File: src/rtl/mbox_pkg.sv
`timescale 1ns/1ps
package mbox_pkg;

  localparam int FuncLsb   = 11;
  localparam int StatusLsb = 2;
  localparam int DoneBit   = 1;
  localparam int WaitBit   = 0;
  localparam int PendBit   = 8;

  typedef enum logic [1:0] {SEL_NONE, SEL_BANK, SEL_NOTE, SEL_REV} mbox_sel_e;

  typedef struct packed {
    logic wrBuf;
    logic wrLen;
    logic wrSeq;
    logic wrCtrl;
    logic post;
    logic doneLoad;
    logic irqSet;
    logic irqClr;
    logic wrRev;
  } mbox_strobe_t;

endpackage

File: src/rtl/mbox_ctrl.sv
`timescale 1ns/1ps
module mbox_ctrl
  import mbox_pkg::*;
#(
  parameter int NUM_BANKS = 4,
  parameter int ADDR_W    = 8,
  parameter int NOTE_OFS  = 'h80,
  parameter int REV_OFS   = 'h84,
  localparam int BANK_W   = $clog2(NUM_BANKS),
  localparam int BANK_SPAN = NUM_BANKS * 16
) (
  input  logic              clk,
  input  logic              rstN,
  input  logic              regWrEn,
  input  logic [ADDR_W-1:0] regAddr,
  input  logic [31:0]       regWdata,
  input  logic              cmdDone,
  input  logic [BANK_W-1:0] cmdDoneBank,
  input  logic              notify,
  output mbox_strobe_t      stb,
  output mbox_sel_e         selKind,
  output logic [BANK_W-1:0] selBank,
  output logic [1:0]        selWord,
  output logic              cmdValid,
  output logic [BANK_W-1:0] cmdBank
);

  localparam logic [ADDR_W-1:0] NoteAddr = ADDR_W'(NOTE_OFS);
  localparam logic [ADDR_W-1:0] RevAddr  = ADDR_W'(REV_OFS);

  logic [NUM_BANKS-1:0] pending;
  logic bankWr;

  always_comb begin
    selKind = SEL_NONE;
    if (regAddr[1:0] == 2'b00) begin
      if (int'(regAddr) < BANK_SPAN) selKind = SEL_BANK;
      else if (regAddr == NoteAddr)  selKind = SEL_NOTE;
      else if (regAddr == RevAddr)   selKind = SEL_REV;
    end
  end

  assign selBank = regAddr[4 +: BANK_W];
  assign selWord = regAddr[3:2];
  assign bankWr  = regWrEn && (selKind == SEL_BANK);

  always_comb begin
    stb        = '0;
    stb.wrBuf  = bankWr && (selWord == 2'd0);
    stb.wrLen  = bankWr && (selWord == 2'd1);
    stb.wrSeq  = bankWr && (selWord == 2'd2);
    stb.wrCtrl = bankWr && (selWord == 2'd3);
    stb.post   = stb.wrCtrl && regWdata[WaitBit];
    stb.doneLoad = cmdDone && pending[cmdDoneBank] &&
                   !(stb.wrCtrl && (selBank == cmdDoneBank));
    stb.irqSet = notify;
    stb.irqClr = regWrEn && (selKind == SEL_NOTE) && regWdata[PendBit];
    stb.wrRev  = regWrEn && (selKind == SEL_REV);
  end

  always_ff @(posedge clk) begin
    if (!rstN) begin
      pending  <= '0;
      cmdValid <= 1'b0;
      cmdBank  <= '0;
    end else begin
      if (stb.doneLoad) pending[cmdDoneBank] <= 1'b0;
      if (stb.post)     pending[selBank]     <= 1'b1;
      cmdValid <= stb.post;
      if (stb.post) cmdBank <= selBank;
    end
  end

  // a request is only presented for a bank that holds an outstanding command
  assert_req_pending_R4: assert property (@(posedge clk) disable iff (!rstN)
    cmdValid |-> pending[cmdBank]);

endmodule

File: src/rtl/mbox_datapath.sv
`timescale 1ns/1ps
module mbox_datapath
  import mbox_pkg::*;
#(
  parameter int NUM_BANKS = 4,
  localparam int BANK_W   = $clog2(NUM_BANKS)
) (
  input  logic              clk,
  input  logic              rstN,
  input  mbox_strobe_t      stb,
  input  mbox_sel_e         selKind,
  input  logic [BANK_W-1:0] selBank,
  input  logic [1:0]        selWord,
  input  logic [31:0]       wdata,
  input  logic [BANK_W-1:0] doneBank,
  input  logic [2:0]        doneStatus,
  input  logic [BANK_W-1:0] cmdBank,
  output logic [31:0]       rdata,
  output logic [3:0]        cmdFunc,
  output logic [31:0]       cmdAddr,
  output logic [31:0]       cmdSize,
  output logic              irq,
  output logic [31:0]       revCtrl
);

  logic [31:0] bufAddr [NUM_BANKS];
  logic [31:0] bufLen  [NUM_BANKS];
  logic [31:0] seqCnt  [NUM_BANKS];
  logic [31:0] ctrlW   [NUM_BANKS];
  logic        pendBit;
  logic [31:0] revW;

  always_ff @(posedge clk) begin
    if (!rstN) begin
      for (int b = 0; b < NUM_BANKS; b++) begin
        bufAddr[b] <= '0;
        bufLen[b]  <= '0;
        seqCnt[b]  <= '0;
        ctrlW[b]   <= '0;
      end
    end else begin
      for (int b = 0; b < NUM_BANKS; b++) begin
        if (stb.wrBuf && selBank == BANK_W'(b)) bufAddr[b] <= wdata;
        if (stb.wrLen && selBank == BANK_W'(b)) bufLen[b]  <= wdata;
        if (stb.wrSeq && selBank == BANK_W'(b)) seqCnt[b]  <= wdata;
        if (stb.wrCtrl && selBank == BANK_W'(b)) begin
          ctrlW[b] <= wdata;
          if (stb.post) ctrlW[b][DoneBit] <= 1'b0;
        end else if (stb.doneLoad && doneBank == BANK_W'(b)) begin
          ctrlW[b][StatusLsb +: 3] <= doneStatus;
          ctrlW[b][DoneBit]        <= 1'b1;
        end
      end
    end
  end

  always_ff @(posedge clk) begin
    if (!rstN) begin
      pendBit <= 1'b0;
      revW    <= '0;
    end else begin
      if (stb.irqSet)      pendBit <= 1'b1;
      else if (stb.irqClr) pendBit <= 1'b0;
      if (stb.wrRev) revW <= wdata;
    end
  end

  always_comb begin
    rdata = '0;
    case (selKind)
      SEL_BANK: begin
        case (selWord)
          2'd0:    rdata = bufAddr[selBank];
          2'd1:    rdata = bufLen[selBank];
          2'd2:    rdata = seqCnt[selBank];
          default: rdata = ctrlW[selBank];
        endcase
      end
      SEL_NOTE: rdata[PendBit] = pendBit;
      SEL_REV:  rdata = revW;
      default:  rdata = '0;
    endcase
  end

  assign cmdFunc = ctrlW[cmdBank][FuncLsb +: 4];
  assign cmdAddr = bufAddr[cmdBank];
  assign cmdSize = bufLen[cmdBank];
  assign irq     = pendBit;
  assign revCtrl = revW;

  // the interrupt only rises after a core notification
  assert_irq_cause_R8: assert property (@(posedge clk) disable iff (!rstN)
    $rose(irq) |-> $past(stb.irqSet));

  // a notification always leaves the interrupt pending, even against a clear
  assert_set_wins_R9: assert property (@(posedge clk) disable iff (!rstN)
    stb.irqSet |=> irq);

  // bank 0 done bit only rises on a completion or a host write
  assert_done_cause_R5: assert property (@(posedge clk) disable iff (!rstN)
    $rose(ctrlW[0][DoneBit]) |-> $past(stb.doneLoad || stb.wrCtrl));

  // the reverse word holds without a host write to it
  assert_rev_hold_R10: assert property (@(posedge clk) disable iff (!rstN)
    !stb.wrRev |=> $stable(revCtrl));

endmodule

File: src/rtl/mbox_doorbell.sv
`timescale 1ns/1ps
module mbox_doorbell
  import mbox_pkg::*;
#(
  parameter int NUM_BANKS = 4,
  parameter int ADDR_W    = 8,
  localparam int BANK_W   = $clog2(NUM_BANKS)
) (
  input  logic              clk,
  input  logic              rstN,
  input  logic              regWrEn,
  input  logic [ADDR_W-1:0] regAddr,
  input  logic [31:0]       regWdata,
  output logic [31:0]       regRdata,
  output logic              cmdValid,
  output logic [BANK_W-1:0] cmdBank,
  output logic [3:0]        cmdFunc,
  output logic [31:0]       cmdAddr,
  output logic [31:0]       cmdSize,
  input  logic              cmdDone,
  input  logic [BANK_W-1:0] cmdDoneBank,
  input  logic [2:0]        cmdStatus,
  input  logic              notify,
  output logic              irq,
  output logic [31:0]       revCtrl
);

  mbox_strobe_t      stb;
  mbox_sel_e         selKind;
  logic [BANK_W-1:0] selBank;
  logic [1:0]        selWord;

  mbox_ctrl #(.NUM_BANKS(NUM_BANKS), .ADDR_W(ADDR_W)) ctrl_i (
    .clk(clk), .rstN(rstN), .regWrEn(regWrEn), .regAddr(regAddr),
    .regWdata(regWdata), .cmdDone(cmdDone), .cmdDoneBank(cmdDoneBank),
    .notify(notify), .stb(stb), .selKind(selKind), .selBank(selBank),
    .selWord(selWord), .cmdValid(cmdValid), .cmdBank(cmdBank)
  );

  mbox_datapath #(.NUM_BANKS(NUM_BANKS)) dp_i (
    .clk(clk), .rstN(rstN), .stb(stb), .selKind(selKind), .selBank(selBank),
    .selWord(selWord), .wdata(regWdata), .doneBank(cmdDoneBank),
    .doneStatus(cmdStatus), .cmdBank(cmdBank), .rdata(regRdata),
    .cmdFunc(cmdFunc), .cmdAddr(cmdAddr), .cmdSize(cmdSize), .irq(irq),
    .revCtrl(revCtrl)
  );

endmodule

File: config.mk
export PLATFORM = sky130hd
export DESIGN_NAME = mbox_doorbell
export DESIGN_NICKNAME = d
export VERILOG_FILES = /design/src/rtl/mbox_pkg.sv /design/src/rtl/mbox_ctrl.sv /design/src/rtl/mbox_datapath.sv /design/src/rtl/mbox_doorbell.sv
export SDC_FILE = /design/constraint.sdc
export NUM_CORES = 1
export LEC_CHECK = 0
export BUFFER_PORTS_ARGS = -buffer_cell sky130_fd_sc_hd__buf_2
export CORE_MARGIN = 2
export CORE_UTILIZATION = 39
export CTS_BUF_LIST = sky130_fd_sc_hd__clkbuf_8
export DETAILED_ROUTE_END_ITERATION = 16
export PLACE_DENSITY = 0.61
export SLEW_MARGIN = 20
export SYNTH_ARGS = -nofsm -noshare
export SYNTH_HDL_FRONTEND = slang
export SYNTH_HIERARCHICAL = 1
export SYNTH_SLANG_ARGS = --single-unit
File: constraint.sdc
create_clock -name clk -period 6.4 [get_ports clk]
set_clock_uncertainty 0.1 [all_clocks]
set_input_delay 0 -clock clk [delete_from_list [all_inputs] [get_ports clk]]
set_output_delay 0 -clock clk [all_outputs]
set_load 0.02 [all_outputs]
---- Word-level counts from Yosys, hierarchy flattened ----
Memories as Yosys holds them, arrays and structs flattened. A register that Yosys moved wholly into a read port is not among the register bits.
Index checks and enable logic that the tools add are counted.
storage, ports and cells
  flip-flop bits (word level) ............. 40
  latch bits .............................. 0
  RAM bits ................................ 512
  memory bits (read-only) ................. 0
  input port bits ......................... 50
  output and inout port bits .............. 136
  logic and storage cells ................. 231
  memories kept ........................... 4
operators by class
  $add $sub $neg .......................... 0
  $mul .................................... 0
  div/mod/pow operators ................... 0
  magnitude comparators ................... 5
  eq/ne operators ......................... 15
  shifts and indexed selects .............. 0
  multiplexer cells ....................... 131
  bitwise gates (word level) .............. 31
  reductions and logical operators ........ 40
memory list
  memory        depth  width  read ports  clocked after Yosys merged registers in  wr ports  RTL line             text
  dp_i.bufAddr  4      32     2           1                                        4         mbox_datapath.sv:26  logic [31:0] bufAddr [NUM_BANKS];
  dp_i.bufLen   4      32     2           1                                        4         mbox_datapath.sv:27  logic [31:0] bufLen [NUM_BANKS];
  dp_i.ctrlW    4      32     2           1                                        4         mbox_datapath.sv:29  logic [31:0] ctrlW [NUM_BANKS];
  dp_i.seqCnt   4      32     1           0                                        4         mbox_datapath.sv:28  logic [31:0] seqCnt [NUM_BANKS];
operators by type and width
  operator                                              count
  two-way mux 32 bit                                    16
  case mux 32 bit (3 select lines)                      1
  two-way mux 1 bit                                     91
  case mux 23 bit (2 select lines)                      1
  logical AND 1 bit                                     34
  bitwise OR 1 bit                                      28
  two-way mux 2 bit                                     10
  equality test 2 bit (second input constant)           8
  equality test 8 bit (second input constant)           2
  case mux 8 bit (2 select lines)                       1
  two-way mux 3 bit                                     4
  two-way mux 4 bit                                     3
  equality test 2 x 1 -> 1 bit (second input constant)  4
  logical NOT 2 bit                                     4
  < comparator 8 x 7 -> 1 bit (second input constant)   1
  < comparator 2 x 3 -> 1 bit (second input constant)   2
  bitwise AND 4 bit                                     1
  demux 1 bit (select 2 bit)                            2
  >= comparator 2 x 1 -> 1 bit (second input constant)  2
  inverter 4 bit                                        1
  bitwise OR 4 bit                                      1
  case mux 1 bit (3 select lines)                       1
  binary-select mux 1 bit (select 2 bit)                1
  equality test 2 bit                                   1
  other kinds (2)                                       2

---- Logic depth before layout (Yosys ltp) ----
Gate-level depths: netlist of the first run.
  word-level depth ........................ 17
  depth in mapped cells ................... 8

---- Modules after synthesis ----
Netlist of the first run, hierarchy kept.
modules (own cells, without submodules)
  module         instances  cells each  area each (um^2)
  mbox_datapath  1          1989        26799.5
  mbox_ctrl      1          59          538.0

---- Worst setup path before layout of the first run ----
Ideal clock, no wire load.
  path type ............................... input to register
  from .................................... input regAddr[6]
  to ...................................... memory dp_i.ctrlW[1][2] (data pin)
  data arrival time ....................... 2.596 ns
  path slack .............................. 3.447 ns
  cell stages on the path ................. 7
  cell sequence ........................... nor4b_4 -> nand2_4 -> inv_1 -> inv_1 -> o21ai_1 -> nor3_1 -> a22o_1
RTL lines
  what         RTL line             text
  from (decl)  mbox_doorbell.sv:12  input logic [ADDR_W-1:0] regAddr,
  to (decl)    mbox_datapath.sv:29

==> results.yml, run 1 <==
synthesis:
  synth-seq-area-share_pct: 59.2
  synthFlopType: "edfxtp_1"
  syn_avg_cell_area_um2: 13.3
  ys_types: 55
  async_flop_share_pct: 0
  syn-cell-area_um2: 27300
  synth-seq-cells: 552
  syn_nets: 2098
  synth_edf_count: 512
  ys_warn_count: 6
  synthCells: 2048
worst_setup_path:
  cp-start-kind: "primary input"
  critPathMaxFanout: 18
  endpoint_kind: "register"
  worstPathArrival_ns: 4.45
  required_ns: 6.73
  worst-setup-path-type: "primary input to register"
sta:
  finalCritPeriodShare_pct: 64.4
  hold_violations: 0
  relSlewSlack_pct: 24.2
  drv_slew: 0
  setup_ws_ns: 2.28
  max_freq_mhz: 243
  min_period_ns: 4.12
  finalSetupViolCount: 0
  rsz0062_at_grt: "no"
  tns_ns: 0
  worst_pin_slew_ns: 1.13
grt:
  antenna_found_initial: 3
  overflow: 0
  grt_max_degree: 120
  grt_pass1_vias: 18600
  grt_use_total_pct: 23.3
  grt_pass1_wl_mm: 123
power:
  vdd_drop_max_v: 0.000141
  p_leak_nw: 11.8
  pwr_density_cell_nw_per_um2: 246
detailed_routing:
  drt-vias-per-instance: 5.58
  vias: 18200
  ant_nets: 0
  post-route-drc-count: 0
  wl_per_cell_um: 25.9
  drtPass1Iterations: 5
  routed_wl_mm: 84.6
  drtIter0Drc: 1657
floorplan:
  core_um2: 69700
  die_x_um: 269
  rows: 97
  initial_core_util_pct: 39.2
  top_level_ports: 186
  die_y_um: 269
  die_area_um2: 72200
cells_and_area:
  areaGrowthSynthToFinish_pct: 15.0
  layout_common_cells: "edfxtp_1, and2_1, mux2i_1"
  drive_gt1_share_pct: 20.1
  nNetsFinal: 2303
  layout_commonest_cell: "edfxtp_1"
run_status:
  status: "completed"
clock_tree:
  insertion_delay_ns: 0.70
  clk_pin_slew_ns: 0.06
  cts_sinks: 552
  post_cts_buffers: 0
  clockRootBuffer: "clkbuf_8"
  numCtsBuffers: 93
  cts_tree: "done"
  htree_levels: 3
  clockBufferDepth: 3
min_path:
  min_path_type: "primary input to register"
flow_run:
  max_cap_viol_count: 0
place:
  post-place-ws_ns: 2.84
  gp_congestion: 0.774
  hpwl_mm: 49.6
  port_buffers: 185
[flip-flops by register name, summed over array words and instances, names as in the netlist]
register	count
dp_i/bufAddr	128
dp_i/bufLen	128
dp_i/ctrlW	128
dp_i/seqCnt	128
dp_i/revCtrl	32
ctrl_i/pending	4
ctrl_i/cmdBank	2
ctrl_i/cmdValid	1
dp_i/irq	1
[final cells by class]
type / instances / area [µm²]
Antenna cell: 1 / 2.50
Sequential cell: 552 / 16200
Multi-Input combinational cell: 1310 / 10400
Inverter: 4 / 15.0
Fill cell: 6323 / 38200
Clock buffer: 99 / 1360
Timing Repair Buffer: 292 / 1970
Tap cell: 940 / 1180
Clock inverter: 66 / 332
[worst max-delay path: stages]
cell and delay [ns]:
dlygate4sd3_1 0.53, buf_2 0.15, nor4b_4 0.40, dlygate4sd3_1 0.87, nand2_4 0.11, inv_1 0.19, inv_1 0.18, o21ai_4 0.61
buf_4 0.45, nor3_1 0.08, dlygate4sd3_1 0.62, a22o_1 0.25
[synth_stat cells (all sizes together) (6+ instances only)]
master | count | area (µm²)
a21oi | 31 | 155
a22o | 12 | 105
a22oi | 92 | 691
and2 | 501 | 3130
buf | 65 | 455
clkbuf | 117 | 450
dfxtp | 40 | 801
edfxtp | 512 | 15400
mux2i | 282 | 2820
mux4 | 73 | 1640
nand2 | 103 | 394
nand2b | 7 | 51.3
nand3 | 95 | 475
nor2 | 24 | 95.1
nor2b | 40 | 250
o21ai | 6 | 33.8
[routing by layer]
metal | GRT usage [%] | wire length [µm]
met4 | 9.26 | 2840
met3 | 4.34 | 6320
met5 | 0 | 13
met2 | 37.4 | 39700
met1 | 31.5 | 35700
[per-stage QoR]
stage	cells	hold slack, ns	total power (W)	instance area [µm²]	utilization, %
2_1_floorplan	2048	0.000816	0.00460	27300	-
3_3_place_gp	3031	0.108	0.00484	29000	41.6
3_5_place_dp	3034	0.114	0.00486	29100	41.8
4_1_cts	3263	0.0470	0.00780	31400	45.1
5_1_grt	3264	0.100	0.00801	31400	45.1
6_report	3264	0.0804	0.00774	31400	45.1
[what timing repair did]
item                                   CTS  global route
endpoints found under the hold margin  568             0
hold buffers                            64             0
gates resized for setup                  0             0
[logic make-up (layout without fill, tap and decap cells)]
| kind of cell | after synthesis | after routing | share of synthesized area, % |
|---|---|---|---|
| AO/OA/AOI/OAI | 163 | 163 | 4.29 |
| XOR/XNOR | 2 | 2 | 0.0641 |
| buffers and inverters | 186 | 461 | 3.37 |
| flip-flops | 552 | 552 | 59.2 |
| multiplexers | 356 | 356 | 16.4 |
| other | 0 | 1 | 0 |
| AND/OR/NAND/NOR | 789 | 789 | 16.7 |
[report_power, final]
group | total [W] | leakage [nW] | switching, W | internal (W)
logic | 0.000635 | 5.64 | 0.000415 | 0.000220
registers | 0.00418 | 5.20 | 0.0000732 | 0.00410
clock network | 0.00293 | 1.00 | 0.00146 | 0.00147
total | 0.00774 | 11.8 | 0.00195 | 0.00579
[path summary, 6_finish.rpt]
| check | startpoint | endpoint | slack, ns | depth (start not counted) |
|---|---|---|---|---|
| worst min register to register | ctrl_i/pending[1] | ctrl_i/pending[1] | 0.41 | 2 |
| worst max-delay path | regAddr[0] | dp_i/ctrlW[1][4] | 2.28 | 12 |
| worst max register to register | ctrl_i/pending[2] | dp_i/ctrlW[0][3] | 3.80 | 6 |
| worst min-delay path | regAddr[5] | dp_i/ctrlW[3][1] | 0.08 | 3 |
(Power assumes the default switching activity.)
==> run 2: changes to the inputs <==
--- a/config.mk
+++ b/config.mk
@@ -10,7 +10,7 @@
 export CORE_UTILIZATION = 39
 export CTS_BUF_LIST = sky130_fd_sc_hd__clkbuf_8
 export DETAILED_ROUTE_END_ITERATION = 16
-export PLACE_DENSITY = 0.61
+export PLACE_DENSITY = 0.63
 export SLEW_MARGIN = 20
 export SYNTH_ARGS = -nofsm -noshare
 export SYNTH_HDL_FRONTEND = slang
==> constraint.sdc (replaced) <==
create_clock -name clk -period 3.47 [get_ports clk]
set_clock_uncertainty 0.1 [all_clocks]
set_input_delay 0 -clock clk [delete_from_list [all_inputs] [get_ports clk]]
set_output_delay 0 -clock clk [all_outputs]
set_load 0.02 [all_outputs]
==> run 2 against run 1 <==
Non-clock buffer count increased by 47. Combinational power increased by 94%. First-iteration DRC count increased by 10%. Routed wire length increased by 1.7%. Critical path depth decreased by 3. Final area increased by 1.6%. Clock power increased by 88%. Setup slack got worse by 2.2 ns. Largest power group unchanged. Critical endpoint is now regRdata[31].
==> results.yml, run 2 (synthesized netlist as in run 1, its figures left out) <==
run_status:
  status: "completed"
sta:
  rsz0062_at_grt: "no"
  drv_slew: 0
  relSlewSlack_pct: 20.8
  setup_ws_ns: 0.0910
  worst_pin_slew_ns: 1.19
  max_freq_mhz: 296
  hold-worst-slack_ns: 0.100
  finalCritPeriodShare_pct: 97.4
  finalSetupViolCount: 0
  hold_violations: 0
  min_period_ns: 3.38
  tns_ns: 0
cells_and_area:
  drive_gt1_share_pct: 21.9
  stdcell_area_um2: 31900
  nNetsFinal: 2352
  layout_common_cells: "edfxtp_1, and2_1, mux2i_1"
  seq_area_um2: 16200
  layout_commonest_cell: "edfxtp_1"
  multiInputGateArea_um2: 10400
  fillers: 6301
  areaGrowthSynthToFinish_pct: 16.8
worst_setup_path:
  endpoint_kind: "output port"
  cpLargestDelayFamily: "buffers and inverters"
  crit_path_frequent_cell: "nand3_1"
  critPathMaxFanout: 80
  cp-start-kind: "primary input"
  worst_path_max_delay_cell: "mux2i_1"
  required_ns: 3.37
  crit_buf_inv: 5
  worst-setup-path-type: "primary input to output port"
  critPathMaxStageDelay_ns: 0.69
  crit_chain: "dlygate4sd3_1, buf_8, buf_12, buf_16, mux2i_1, a21oi_1, nand3_1, nand3_1, buf_2"
  worstPathArrival_ns: 3.28
power:
  p_leak_nw: 12.2
  pwr_density_cell_nw_per_um2: 453
  vdd_drop_max_v: 0.000235
clock_tree:
  htree_levels: 3
  numCtsBuffers: 95
  cts_tree: "done"
  clk_pin_slew_ns: 0.06
  clockBufferDepth: 3
  insertion_delay_ns: 0.70
  clockRootBuffer: "clkbuf_8"
  cts_sinks: 552
place:
  hpwl_mm: 53.2
  post-place-ws_ns: 0.682
  place_area_um2: 29400
  port_buffers: 185
  gp_congestion: 0.842
min_path:
  min_path_type: "primary input to register"
detailed_routing:
  drtPass1Iterations: 8
  wl_per_cell_um: 25.9
  ant_nets: 0
  routed_wl_mm: 86.0
  drtIter0Drc: 1825
  post-route-drc-count: 0
  vias: 18500
  wl_met2_mm: 40.3
  route.met3.wl_mm: 7.64
  highest_layer: "met5"
  met1_length_mm: 35.2
  drt-vias-per-instance: 5.57
floorplan:
  rows: 97
  initial_core_util_pct: 39.2
  core_um2: 69700
  top_level_ports: 186
  die_x_um: 269
  die_area_um2: 72200
  die_y_um: 269
grt:
  overflow: 0
  grt_pass1_wl_mm: 124
  grt_pass1_vias: 18700
  grt_use_total_pct: 23.7
  grt_max_degree: 151
  antenna_found_initial: 5
flow_run:
  max_cap_viol_count: 0
## run 2: path summary, 6_finish.rpt
kind / slack (ns) / startpoint / depth (start not counted) / endpoint
worst max-delay path: 0.09 / regAddr[5] / 9 / regRdata[31]
worst min register to register: 0.41 / ctrl_i/pending[1] / 2 / ctrl_i/pending[1]
worst min-delay path: 0.1 / regAddr[3] / 5 / ctrl_i/cmdValid
worst max register to register: 0.96 / ctrl_i/pending[0] / 6 / dp_i/ctrlW[0][4]
## run 2: per-stage QoR
step / std cells / power, W / utilization (%)
finish: 3323 / 0.0145 / 45.8
global route: 3322 / 0.0149 / 45.8
CTS: 3317 / 0.0145 / 45.7
detailed placement: 3077 / 0.00900 / 42.3
global placement: 3077 / 0.00897 / 42.3
floorplan: 2048 / 0.00849 / -
## run 2: layout make-up
type,count,share of cell area (%)
inverter,4,0.0470
clock inverter,75,1.17
tap,940,3.68
timing repair buffer,339,7.55
sequential,552,50.7
multi-input combinational,1310,32.5
clock buffer,101,4.35
antenna,2,0.0157
## run 2: routing by layer
metal | vias to the layer above | track usage, %
li1 | 8027 | -
met1 | 9432 | 31.8
met2 | 868 | 37.7
met3 | 177 | 4.82
met4 | 2 | 9.16
met5 | - | 0
## run 2: worst register-to-register path, stage by stage (launching register included)
cell and delay (ns):
dfxtp_1 0.36, mux4_2 0.24, o311a_1 0.22, or3b_2 0.49, nor2_1 0.25, a22o_1 0.17
dlygate4sd3_1 0.54
## run 2: what timing repair did
action,4_1_cts,5_1_grt
endpoints found under the hold margin,572,0
gates resized for setup,0,5
setup buffers,0,3
setup endpoints to repair,0,24
hold buffers,64,0
## run 2: power breakdown
part | switching, W | leakage (nW) | internal [W]
sequential | 0.000132 | 5.20 | 0.00757
combinational | 0.000798 | 5.91 | 0.000432
clock | 0.00269 | 1.05 | 0.00284
total | 0.00362 | 12.2 | 0.0108
==> run 3: changes to the inputs <==
--- a/config.mk
+++ b/config.mk
@@ -6,11 +6,13 @@
 export NUM_CORES = 1
 export LEC_CHECK = 0
 export BUFFER_PORTS_ARGS = -buffer_cell sky130_fd_sc_hd__buf_2
+export CELL_PAD_IN_SITES_DETAIL_PLACEMENT = 1
+export CELL_PAD_IN_SITES_GLOBAL_PLACEMENT = 2
 export CORE_MARGIN = 2
 export CORE_UTILIZATION = 39
 export CTS_BUF_LIST = sky130_fd_sc_hd__clkbuf_8
 export DETAILED_ROUTE_END_ITERATION = 16
-export PLACE_DENSITY = 0.63
+export PLACE_DENSITY = 0.81
 export SLEW_MARGIN = 20
 export SYNTH_ARGS = -nofsm -noshare
 export SYNTH_HDL_FRONTEND = slang
==> run 3 against run 2 <==
Setup slack improved by 0.040 ns. Worst hold slack about the same. Clock power decreased by 3%. Count of clock-buffer cells in the layout did not move. Sequential share of layout area rose by 0.34 points. Sequential power barely moved. First-iteration DRC count decreased by 23%. Die area unchanged. Via count decreased by 0.25%. Core utilization is 0.31 points lower. Largest power group unchanged.
==> results.yml, run 3 (synthesized netlist as in run 1, its figures left out) <==
min_path:
  min_path_type: "primary input to register"
  hp-start: "regAddr[3]"
  hold_depth: 4
  worstHoldEndpoint: "ctrl_i/pending[0]"
worst_setup_path:
  path_depth: 12
  cp-start-kind: "primary input"
  required_ns: 3.37
  critPathMaxStageDelay_ns: 0.57
  reg2reg_from: "ctrl_i/pending[0]"
  worst_path_max_delay_cell: "dlygate4sd3_1"
  rrSetupSlack_ns: 1.10
  crit_chain: "dlygate4sd3_1, buf_8, nor4b_2, nand2_1, a2111oi_1, buf_4, or3b_1, buf_4, a21oi_1, nand3_1, nand3_1, buf_2"
  crit_buf_inv: 5
  reg2reg_to: "dp_i/ctrlW[3][4]"
  cpLargestDelayFamily: "buffers and inverters"
  critPathMaxFanout: 30
  r2r_cells: 6
  worstPathArrival_ns: 3.24
  worst-setup-path-type: "primary input to output port"
  endpoint_kind: "output port"
flow_run:
  max_cap_viol_count: 0
grt:
  antenna_found_initial: 5
  overflow: 0
  grt_pass1_vias: 19600
  grt_pass1_wl_mm: 129
  grt_max_degree: 127
  grt_use_total_pct: 24.5
run_status:
  status: "completed"
power:
  pwr_density_cell_nw_per_um2: 450
  pwr-share-seq_pct: 54.0
  vdd_drop_max_v: 0.000260
  combPwrFrac_pct: 8.6
  switching_power_w: 0.00360
  power_w: 0.0143
  switching_share_pct: 25.2
  p_int_w: 0.0107
  clkPwrFrac_pct: 37.5
  p_leak_nw: 12.0
floorplan:
  rows: 97
  die_area_um2: 72200
  die_x_um: 269
  initial_core_util_pct: 39.2
  top_level_ports: 186
  core_um2: 69700
  die_y_um: 269
detailed_routing:
  wl_met2_mm: 43.5
  drtPass1Iterations: 5
  highest_layer: "met4"
  wl_per_cell_um: 26.7
  vias: 18500
  drtIter0Drc: 1408
  drt-vias-per-instance: 5.59
  met1_length_mm: 37.3
  post-route-drc-count: 0
  ant_nets: 0
  route.met3.wl_mm: 5.54
  routed_wl_mm: 88.3
sta:
  finalSetupViolCount: 0
  max_freq_mhz: 300
  rsz0062_at_grt: "no"
  relSlewSlack_pct: 26.8
  worst_pin_slew_ns: 1.10
  hold-worst-slack_ns: 0.0998
  drv_slew: 0
  hold_violations: 0
  finalCritPeriodShare_pct: 96.2
  tns_ns: 0
  min_period_ns: 3.34
clock_tree:
  cts_sinks: 552
  clockBufferDepth: 3
  post_cts_buffers: 0
  insertion_delay_ns: 0.67
  clockRootBuffer: "clkbuf_8"
  cts_tree: "done"
  numCtsBuffers: 94
  clk_pin_slew_ns: 0.06
  htree_levels: 3
cells_and_area:
  nNetsFinal: 2332
  drive_gt1_share_pct: 20.7
  layout_commonest_cell: "edfxtp_1"
  fillers: 7255
  areaGrowthSynthToFinish_pct: 16.0
  layout_common_cells: "edfxtp_1, and2_1, mux2i_1"
place:
  gp_congestion: 0.813
  hpwl_mm: 56.8
  port_buffers: 185
run 3: through the flow:
stage	util (%)	area, µm²	cells	setup WS [ns]
2_1_floorplan	-	27300	2048	0.517
3_3_place_gp	42.2	29400	3061	0.636
3_5_place_dp	42.2	29400	3061	0.636
4_1_cts	45.5	31700	3299	0.149
5_1_grt	45.5	31700	3300	0.00565
6_report	45.5	31700	3301	0.131
run 3: area by class of cell:
| class | instances | area, µm² | area share (%) |
|---|---|---|---|
| timing repair buffer | 320 | 2300 | 7.26 |
| tap | 940 | 1180 | 3.71 |
| antenna | 2 | 5.00 | 0.0158 |
| multi-input combinational | 1310 | 10300 | 32.6 |
| clock inverter | 72 | 300 | 0.947 |
| inverter | 4 | 15.0 | 0.0473 |
| clock buffer | 101 | 1390 | 4.38 |
| sequential | 552 | 16200 | 51.0 |
run 3: layer usage:
layer  GRT usage, %  up-vias
li1               -     7975
met1           33.1     9732
met2           41.2      631
met3           3.29      121
met4           7.28        0
met5              0        -
run 3: worst max-delay path by stage:
stage | from | end | slack, ns
6_report | regAddr[5] | regRdata[22] | 0.13
5_1_grt | regAddr[5] | regRdata[1] | 0.006
4_1_cts | regAddr[5] | regRdata[22] | 0.15
3_5_place_dp | regAddr[6] | dp_i/bufLen[2][12] | 0.64
3_3_place_gp | regAddr[6] | dp_i/bufLen[2][13] | 0.64
2_1_floorplan | regAddr[6] | dp_i/ctrlW[1][2] | 0.52
run 3: power groups by stage:
stage	clock [W]	combinational [W]	sequential (W)
2_1_floorplan	0	0.000702	0.00779
3_3_place_gp	0	0.00116	0.00781
3_5_place_dp	0	0.00117	0.00784
4_1_cts	0.00549	0.00122	0.00770
5_1_grt	0.00576	0.00129	0.00774
6_report	0.00535	0.00122	0.00771
run 3: repair_timing:
item                                    in CTS  in global routing
hold buffers                                65                  0
endpoints found under the hold margin      574                  0
gates resized for setup                      0                  2
endpoints found under the setup margin       0                 10
run 3: worst register-to-register path, cell delays in order (launching register included):
cell,delay (ns)
dfxtp_1,0.36
mux4_2,0.47
o311a_1,0.20
nand3_1,0.14
nor2_1,0.11
a22o_1,0.19
dlygate4sd3_1,0.55
